$ cat src/rtl/da4_pkg.sv
package da4_pkg;
  localparam int unsigned TAPS    = 4;
  localparam int unsigned ENTRIES = (1 << TAPS) - 1;

  typedef enum logic [1:0] {
    ST_IDLE  = 2'd0,
    ST_RUN   = 2'd1,
    ST_FINAL = 2'd2
  } seq_state_e;
endpackage

$ cat src/rtl/da4_slice_select.sv
module da4_slice_select
  import da4_pkg::*;
#(
  parameter int PW = 10
) (
  input  logic [ENTRIES*PW-1:0] table_flat,
  input  logic [TAPS-1:0]       sel,
  output logic [PW-1:0]         pick
);
  logic [PW-1:0] ent [ENTRIES+1];

  // address zero is a hard zero, never stored
  assign ent[0] = '0;

  for (genvar g = 1; g <= ENTRIES; g++) begin : g_ent
    assign ent[g] = table_flat[(g-1)*PW +: PW];
  end

  assign pick = ent[sel];
endmodule

$ cat src/rtl/da4_csa_acc.sv
module da4_csa_acc #(
  parameter int PW   = 10,
  parameter int ACCW = 18,
  parameter int CW   = 3
) (
  input  logic            clk,
  input  logic            rst_n,
  input  logic            clr,
  input  logic            en,
  input  logic            neg,
  input  logic [CW-1:0]   shamt,
  input  logic [PW-1:0]   pick,
  output logic [ACCW-1:0] sum_q,
  output logic [ACCW-1:0] carry_q
);
  logic [ACCW-1:0] ext, scaled, addend, maj;
  logic [ACCW-1:0] sum_nx, carry_nx;

  always_comb begin
    ext      = {{(ACCW-PW){pick[PW-1]}}, pick};
    scaled   = ext << shamt;
    // inversion alone gives -v-1; the final adder's carry-in supplies the +1
    addend   = neg ? ~scaled : scaled;
    sum_nx   = sum_q ^ carry_q ^ addend;
    maj      = (sum_q & carry_q) | (sum_q & addend) | (carry_q & addend);
    carry_nx = {maj[ACCW-2:0], 1'b0};
  end

  always_ff @(posedge clk or negedge rst_n) begin
    if (!rst_n) begin
      sum_q   <= '0;
      carry_q <= '0;
    end else if (clr) begin
      sum_q   <= '0;
      carry_q <= '0;
    end else if (en) begin
      sum_q   <= sum_nx;
      carry_q <= carry_nx;
    end
  end
endmodule

$ cat src/rtl/da4_final_add.sv
module da4_final_add #(
  parameter int ACCW = 18
) (
  input  logic            clk,
  input  logic            rst_n,
  input  logic            en,
  input  logic [ACCW-1:0] sum_in,
  input  logic [ACCW-1:0] carry_in,
  output logic [ACCW-1:0] y_q
);
  logic [ACCW-1:0] y_nx;

  always_comb begin
    y_nx = sum_in + carry_in + {{(ACCW-1){1'b0}}, 1'b1};
  end

  always_ff @(posedge clk or negedge rst_n) begin
    if (!rst_n) begin
      y_q <= '0;
    end else if (en) begin
      y_q <= y_nx;
    end
  end
endmodule

$ cat src/rtl/da4_inner_product.sv
module da4_inner_product
  import da4_pkg::*;
#(
  parameter int WL = 8,
  parameter int SW = 8
) (
  input  logic                          clk,
  input  logic                          rst_n,
  input  logic                          start,
  input  logic [ENTRIES*(SW+2)-1:0]     part_sums,
  input  logic [TAPS*WL-1:0]            weights,
  output logic [SW+2+WL-1:0]            y,
  output logic                          done
);
  localparam int PW   = SW + 2;
  localparam int ACCW = PW + WL;
  localparam int CW   = (WL > 1) ? $clog2(WL) : 1;
  localparam logic [CW-1:0] LAST_POS = CW'(WL - 1);

  seq_state_e      st_q, st_nx;
  logic [CW-1:0]   pos_q, pos_nx;
  logic            done_q, done_nx;
  logic            accept, last_pos, acc_en;
  logic [TAPS-1:0] sel;
  logic [PW-1:0]   pick;
  logic [ACCW-1:0] sum_w, carry_w;
  logic [WL-1:0]   wsh_q [TAPS];

  // sequencer: next-state logic
  always_comb begin
    accept   = start && (st_q == ST_IDLE);
    last_pos = (st_q == ST_RUN) && (pos_q == LAST_POS);
    st_nx    = st_q;
    pos_nx   = pos_q;
    done_nx  = 1'b0;
    unique case (st_q)
      ST_IDLE: if (accept) begin
        st_nx  = ST_RUN;
        pos_nx = '0;
      end
      ST_RUN: begin
        pos_nx = pos_q + CW'(1);
        if (last_pos) st_nx = ST_FINAL;
      end
      ST_FINAL: begin
        st_nx   = ST_IDLE;
        done_nx = 1'b1;
      end
      default: st_nx = ST_IDLE;
    endcase
  end

  // sequencer: registers
  always_ff @(posedge clk or negedge rst_n) begin
    if (!rst_n) begin
      st_q   <= ST_IDLE;
      pos_q  <= '0;
      done_q <= 1'b0;
    end else begin
      st_q   <= st_nx;
      pos_q  <= pos_nx;
      done_q <= done_nx;
    end
  end

  // per-tap weight shifters, LSB presented first
  for (genvar t = 0; t < TAPS; t++) begin : g_tap
    logic          wsh_en;
    logic [WL-1:0] wsh_nx;

    always_comb begin
      wsh_en = accept || (st_q == ST_RUN);
      wsh_nx = accept ? weights[t*WL +: WL] : (wsh_q[t] >> 1);
    end

    always_ff @(posedge clk or negedge rst_n) begin
      if (!rst_n) begin
        wsh_q[t] <= '0;
      end else if (wsh_en) begin
        wsh_q[t] <= wsh_nx;
      end
    end

    assign sel[t] = wsh_q[t][0];
  end

  // a zero slice is skipped, except on the sign position which must inject -1
  assign acc_en = (st_q == ST_RUN) && ((sel != '0) || last_pos);

  da4_slice_select #(.PW(PW)) u_select (
    .table_flat (part_sums),
    .sel        (sel),
    .pick       (pick)
  );

  da4_csa_acc #(.PW(PW), .ACCW(ACCW), .CW(CW)) u_acc (
    .clk     (clk),
    .rst_n   (rst_n),
    .clr     (accept),
    .en      (acc_en),
    .neg     (last_pos),
    .shamt   (pos_q),
    .pick    (pick),
    .sum_q   (sum_w),
    .carry_q (carry_w)
  );

  da4_final_add #(.ACCW(ACCW)) u_final (
    .clk      (clk),
    .rst_n    (rst_n),
    .en       (st_q == ST_FINAL),
    .sum_in   (sum_w),
    .carry_in (carry_w),
    .y_q      (y)
  );

  assign done = done_q;
endmodule

$ cat config.mk
export PLATFORM = sky130hd
export DESIGN_NAME = da4_inner_product
export DESIGN_NICKNAME = d
export VERILOG_FILES = /design/src/rtl/da4_pkg.sv /design/src/rtl/da4_slice_select.sv /design/src/rtl/da4_csa_acc.sv /design/src/rtl/da4_final_add.sv /design/src/rtl/da4_inner_product.sv
export SDC_FILE = /design/constraint.sdc
export NUM_CORES = 1
export LEC_CHECK = 0
export CAP_MARGIN = 20
export CORE_UTILIZATION = 42
export CTS_CLUSTER_DIAMETER = 200
export DETAILED_ROUTE_END_ITERATION = 7
export PLACE_DENSITY = 0.72
export SETUP_SLACK_MARGIN = 0.15
export SYNTH_ARGS = -nofsm -noshare
export SYNTH_HDL_FRONTEND = slang
export SYNTH_SLANG_ARGS = --single-unit
$ cat constraint.sdc
create_clock -name clk -period 3.3 [get_ports clk]
set_input_delay 0.495 -clock clk [delete_from_list [all_inputs] [get_ports clk]]
set_output_delay 0.495 -clock clk [all_outputs]
set_load 0.02 [all_outputs]
==> flow_summary.json, run 1 <==
{
  "multi_input_comb_area_sq_um": 4470,
  "cp_slowest_cell": "mux4_1",
  "num_rows": 47,
  "drt-total-wl_um": 19300,
  "cp.required_ns": 3.56,
  "path_clk_slew_ns": 0.07,
  "dr.pass1.iters": 6,
  "cts_buffers": 9,
  "fin_crit_sh_pct": 93.8,
  "die_w_um": 132,
  "n_fill_cell": 1417,
  "comb_power_share_pct": 64.5,
  "synth_nets": 991,
  "core_area_sq_um": 16500,
  "post-route-min-period_ns": 3.10,
  "clkLatencyLatePin_ns": 0.35,
  "cts_buffer_depth": 2,
  "drive_gt1_share_pct": 11.9,
  "drt-initial-drc-count": 291,
  "synth.avg_cell_area_sq_um": 9.22,
  "dieArea_sq_um": 17400,
  "vias": 6436,
  "power.density_nw_per_um2": 879,
  "synth-seq-area-share_pct": 32.1,
  "grt_pass1_wl_um": 31700,
  "rsz0062_at_grt": "true",
  "drc": 0,
  "startpoint_type": "register",
  "crit_top_cell": "mux2_2",
  "hold_viol_final": 0,
  "antenna_left": 0,
  "grt_max_degree": 66,
  "gp_congestion": 0.896,
  "cap_violations": 0,
  "antenna_found_initial": 0,
  "synth_ff_type": "dfrtp_1",
  "clock-root-buffer": "clkbuf_16",
  "max-vdd-ir-drop_mv": 0.401,
  "start_util_pct": 42.9,
  "worst_slew_pin_slew_ns": 0.845,
  "status": "complete, no violations",
  "num_antenna_cells": 0,
  "final-max-slew-violation-count": 0,
  "hold_path_class": "input pin to asynchronous set/reset pin",
  "fin_tns_setup_ns": 0,
  "switchingPower_mw": 3.74,
  "worst-path-buf-inv": 1,
  "cp_num_cells": 10,
  "end_kind": "register",
  "p_clk_share_pct": 13.3,
  "synth_edf_count": 0,
  "track_usage_pct": 22.5,
  "max_stage_delay_ns": 0.53,
  "wl_per_cell_um": 16.1,
  "path_cells": "buf_12 > mux4_1 > mux2_2 > or3b_1 > nand4_1 > mux2_2 > a21oi_1 > xnor2_1 > fa_1 > o21ai_0",
  "seqPwrFrac_pct": 22.2,
  "cp_top_family": "multiplexers",
  "yosysUniqueCellTypes": 64,
  "cts_tree": "done",
  "viasPerCell": 5.37,
  "cp_max_fo": 6,
  "synthArstFlopShare_pct": 100,
  "dpl.hpwl_um": 14700,
  "fin_area_sq_um": 9990,
  "grt_overflow": 0,
  "synth_cells": 770,
  "die_h_um": 132,
  "fmax_ghz": 0.323,
  "grt_pass1_vias": 6390,
  "place_area_sq_um": 9390,
  "reg2reg_slack_ns": 0.20,
  "finalSetupViolations": 0,
  "internal_power_mw": 5.04,
  "netlist_area_sq_um": 7100,
  "swShare_pct": 42.6,
  "arrival_ns": 3.35,
  "clkSinkCount": 91,
  "ys_ff_latch": 91,
  "port_buffers": 203,
  "slew_headroom_pct": 43.7,
  "nets": 1195,
  "synth_warnings": 0,
  "ff_latch_area_sq_um": 2280,
  "power.leakage_nw": 4.14,
  "path_class": "register to register",
  "r2r.worst_path.cells": 10,
  "num_io_pins": 204,
  "synthToLayoutAreaGrowth_pct": 40.8,
  "fin_skew_ns": 0.00684,
  "cts.htree.levels": 3
}
## Yosys cell counts (all sizes together), types with 19 or more instances
cell	n	area, sq um
o21ai	90	450
xnor2	26	228
nand2	79	297
ha	19	238
buf	19	170
a21oi	60	300
dfrtp	91	2280
mux2i	45	475
nor2b	36	225
clkbuf	34	128
inv	44	165
a22oi	45	343
## final timing paths
kind,startpoint,to
max in group asynchronous,rst_n,pos_q[2]
hold reg to reg,u_final.y_q[5],u_final.y_q[5]
min in group clk,u_final.y_q[5],u_final.y_q[5]
setup / recovery,sel[0],u_acc.sum_q[12]
setup reg to reg,sel[0],u_acc.sum_q[12]
hold / removal,rst_n,u_final.y_q[15]
## layer usage
layer | share of wire (%) | global-route usage, % | up-vias
met5 | 0 | 0 | -
li1 | - | - | 3187
met1 | 44 | 29.9 | 3036
met4 | 1.2 | 5.23 | 0
met2 | 49 | 37.5 | 194
met3 | 5.0 | 4.81 | 19
## cells in the final DEF (no fill, tap or decap), drive strengths merged, types with 13 or more instances in the layout
cell type	count
nor2b	36
o21ai	90
mux2i	45
mux2	16
dfrtp	91
a22oi	45
buf	42
fa	17
clkdlybuf4s50	202
nand2	79
a21o	16
ha	19
mux4	13
a21oi	60
xnor2	26
nor2	18
inv	45
## cell type report
class / instances / share of cell area (%)
multi-input combinational: 581 / 44.8
timing repair buffer: 246 / 24.6
sequential: 91 / 22.8
tap: 220 / 2.76
clock buffer: 9 / 2.26
inverter: 45 / 1.69
clock inverter: 6 / 1.14
## stage by stage
stage / hold WS (ns) / utilization, % / setup WS [ns] / total power, mW / std cells
floorplan: 0.199 / - / 0.377 / 5.74 / 770
CTS: 0.286 / 58.9 / 0.173 / 8.41 / 1189
global placement: 0.448 / 56.8 / -0.0303 / 7.10 / 1174
detailed placement: 0.456 / 56.8 / -0.0646 / 7.20 / 1174
finish: 0.251 / 60.4 / 0.203 / 8.77 / 1198
global route: 0.317 / 60.4 / 0.0822 / 9.54 / 1198
## repair_timing
action,4_1_cts,5_1_grt
setup endpoints to repair,1,17
pin swaps,0,12
resized for setup,1,33
setup buffers,0,6
hold buffers,0,0
gates cloned,0,3
## kinds of logic after synthesis
logic type      after synthesis  share of synthesized area [%]
compound gates              262                           23.2
simple gates                179                           12.6
buf+inv                      98                           6.58
flops                        91                           32.1
mux                          74                           13.7
fa+ha+maj                    36                           8.15
xor+xnor                     30                           3.70
## state kept, by name, summed over array words and instances (netlist names)
name	cells
wsh_q	28
u_acc.sum_q	18
u_final.y_q	18
u_acc.carry_q	17
sel	4
pos_q	3
st_q	2
done	1
## power by group through the flow
stage / sequential, mW / clock, mW / combinational [mW]
after floorplan: 1.96 / 0 / 3.78
after global placement: 1.93 / 0 / 5.17
after detailed placement: 1.94 / 0 / 5.26
after CTS: 1.93 / 1.19 / 5.29
after global routing: 2.00 / 1.24 / 6.29
final: 1.94 / 1.17 / 5.66
Note: power is estimated with default switching activity, not from simulation.
==> run 2: changes to the inputs <==
- CAP_MARGIN: 20 -> default
==> results of run 2 <==
The final DEF is identical to that of run 1; final timing and power are the same.
==> run 3: changes to the inputs <==
- CAP_MARGIN: default -> 20
- CORE_UTILIZATION: 42 -> 40
- PLACE_DENSITY: 0.72 -> 0.69
==> run 3 against run 2 <==
  * Sequential power hardly changed
  * Sequential share of layout area is 0.23 points higher
  * Clock power is 18% lower
  * Via count is 0.39% higher
  * Count of clock-buffer cells in the layout is 1 higher
  * Cell area is 0.98% lower
  * Flip-flop and latch count stayed put
  * Non-clock buffer count stayed put
  * Fmax is 0.30% higher
  * Largest cell class unchanged
  * Total power is 3.3% lower
  * Hold slack worse by 0.11 ns
==> flow_summary.json, run 3 (same netlist as run 1, synthesis figures left out) <==
{
  "drt-initial-drc-count": 374,
  "antenna_left": 0,
  "fin_skew_ns": 0.0108,
  "finalSetupViolations": 0,
  "cts.htree.levels": 3,
  "largest_register_ffs": 28,
  "status": "complete, no violations",
  "post-route-min-period_ns": 3.09,
  "die_w_um": 135,
  "layout_commonest_cell": "clkdlybuf4s50_1",
  "num_rows": 48,
  "path_class": "register to register",
  "comb_power_share_pct": 65.6,
  "start_util_pct": 41.0,
  "fin_crit_sh_pct": 93.6,
  "path_clk_slew_ns": 0.07,
  "whs_ns": 0.144,
  "pre_cts_slack_ns": -0.0783,
  "r2r_start": "sel[0]",
  "dieArea_sq_um": 18300,
  "num_io_pins": 204,
  "arrival_ns": 3.33,
  "startpoint": "sel[0]",
  "switchingPower_mw": 3.73,
  "fmax_ghz": 0.324,
  "clkLatencyLatePin_ns": 0.34,
  "cts_tree": "done",
  "endpoint": "u_acc.sum_q[2]",
  "antenna_found_initial": 0,
  "grt_pass1_vias": 6284,
  "hold_viol_final": 0,
  "r2r-end": "u_acc.sum_q[2]",
  "reg_top3": "wsh_q: 28 flops, u_acc.sum_q: 18 flops, u_final.y_q: 18 flops",
  "drt-total-wl_um": 19500,
  "fin_ws_ns": 0.212,
  "cp_max_fo": 8,
  "top_register": "wsh_q",
  "vias": 6461,
  "r2r.worst_path.cells": 10,
  "holdBufCountCts": 0,
  "wl_per_cell_um": 16.2,
  "drive_gt1_share_pct": 12.3,
  "clock-root-buffer": "clkbuf_16",
  "power.leakage_nw": 4.08,
  "reg2reg_slack_ns": 0.21,
  "worst_slew_pin_slew_ns": 0.730,
  "die_h_um": 135,
  "gp_congestion": 0.930,
  "fin_tns_setup_ns": 0,
  "cts_buffers": 9,
  "p_clk_share_pct": 11.3,
  "p_total_mw": 8.48,
  "port_buffers": 203,
  "startpoint_type": "register",
  "swShare_pct": 44.0,
  "end_kind": "register",
  "synthToLayoutAreaGrowth_pct": 39.4,
  "final-max-slew-violation-count": 0,
  "nets": 1195,
  "rsz0062_at_grt": "true",
  "grt_pass1_wl_um": 31800,
  "drc": 0,
  "grt_max_degree": 44,
  "final_cell_mix": "202 x clkdlybuf4s50_1, 89 x dfrtp_1, 87 x o21ai_0",
  "utilization_pct": 57.2,
  "track_usage_pct": 22.1,
  "cts_buffer_depth": 2,
  "clkSinkCount": 91,
  "dpl.hpwl_um": 15200,
  "grt_overflow": 0,
  "internal_power_mw": 4.75,
  "cap_violations": 0,
  "seqPwrFrac_pct": 23.0,
  "num_antenna_cells": 0,
  "viasPerCell": 5.37,
  "max-vdd-ir-drop_mv": 0.418,
  "hold_path_class": "input pin to asynchronous set/reset pin",
  "power.density_nw_per_um2": 858,
  "cp.required_ns": 3.55,
  "core_area_sq_um": 17300,
  "dr.pass1.iters": 4,
  "slew_headroom_pct": 51.3
}
run 3: power by group through the flow:
stage / Clock [mW] / Combinational (mW) / Sequential [mW]
final: 0.962 / 5.57 / 1.96
after global routing: 1.03 / 6.21 / 2.02
after CTS: 0.987 / 5.32 / 1.95
after detailed placement: 0 / 5.24 / 1.97
after global placement: 0 / 5.14 / 1.95
after floorplan: 0 / 3.78 / 1.96
run 3: stage by stage:
stage | area [sq um] | cells
2_1_floorplan | 7100 | 770
3_3_place_gp | 9410 | 1183
3_5_place_dp | 9410 | 1183
4_1_cts | 9730 | 1200
5_1_grt | 9890 | 1203
6_report | 9890 | 1203
run 3: critical path, cell delays in order (launching register included):
cell and delay (ns):
dfrtp_2 0.47, buf_6 0.16, mux4_1 0.32, inv_1 0.04, mux4_2 0.51, a211o_1 0.35, mux2_2 0.29, nor2_2 0.09
xnor2_1 0.15, fa_1 0.43, o21ai_0 0.18
run 3: layout make-up:
| class | count | area (sq um) |
|---|---|---|
| repair buffers | 246 | 2390 |
| multi-input cells | 581 | 4490 |
| fillers | 1583 | 7410 |
| flip-flops and latches | 91 | 2280 |
| inverters | 45 | 169 |
| clock buffers | 10 | 239 |
| well taps | 225 | 282 |
| clock inverters | 5 | 38.8 |
run 3: routing by layer:
layer / wire length [um] / vias to the layer above / track usage, %
li1: - / 3186 / -
met1: 9120 / 3075 / 30.3
met2: 9210 / 170 / 35.8
met3: 804 / 30 / 4.12
met4: 328 / 0 / 5.43
met5: 0 / - / 0
run 3: what timing repair did:
action                                  CTS  global route
resized for setup                         5            28
pin swaps                                 1            10
endpoints found under the setup margin   16            21
cloned                                    1             0
buffers inserted                          1             3
run 3: how the worst min path moves through the flow:
stage | start | to | slack, ns | depth (start not counted)
3_3_place_gp | u_final.y_q[5] | u_final.y_q[5] | 0.45 | 2
4_1_cts | rst_n | u_acc.sum_q[17] | 0.16 | 1
6_report | rst_n | u_acc.sum_q[17] | 0.14 | 1
2_1_floorplan | rst_n | done | 0.20 | 0
3_5_place_dp | u_final.y_q[5] | u_final.y_q[5] | 0.46 | 2
5_1_grt | rst_n | u_acc.sum_q[17] | 0.18 | 1
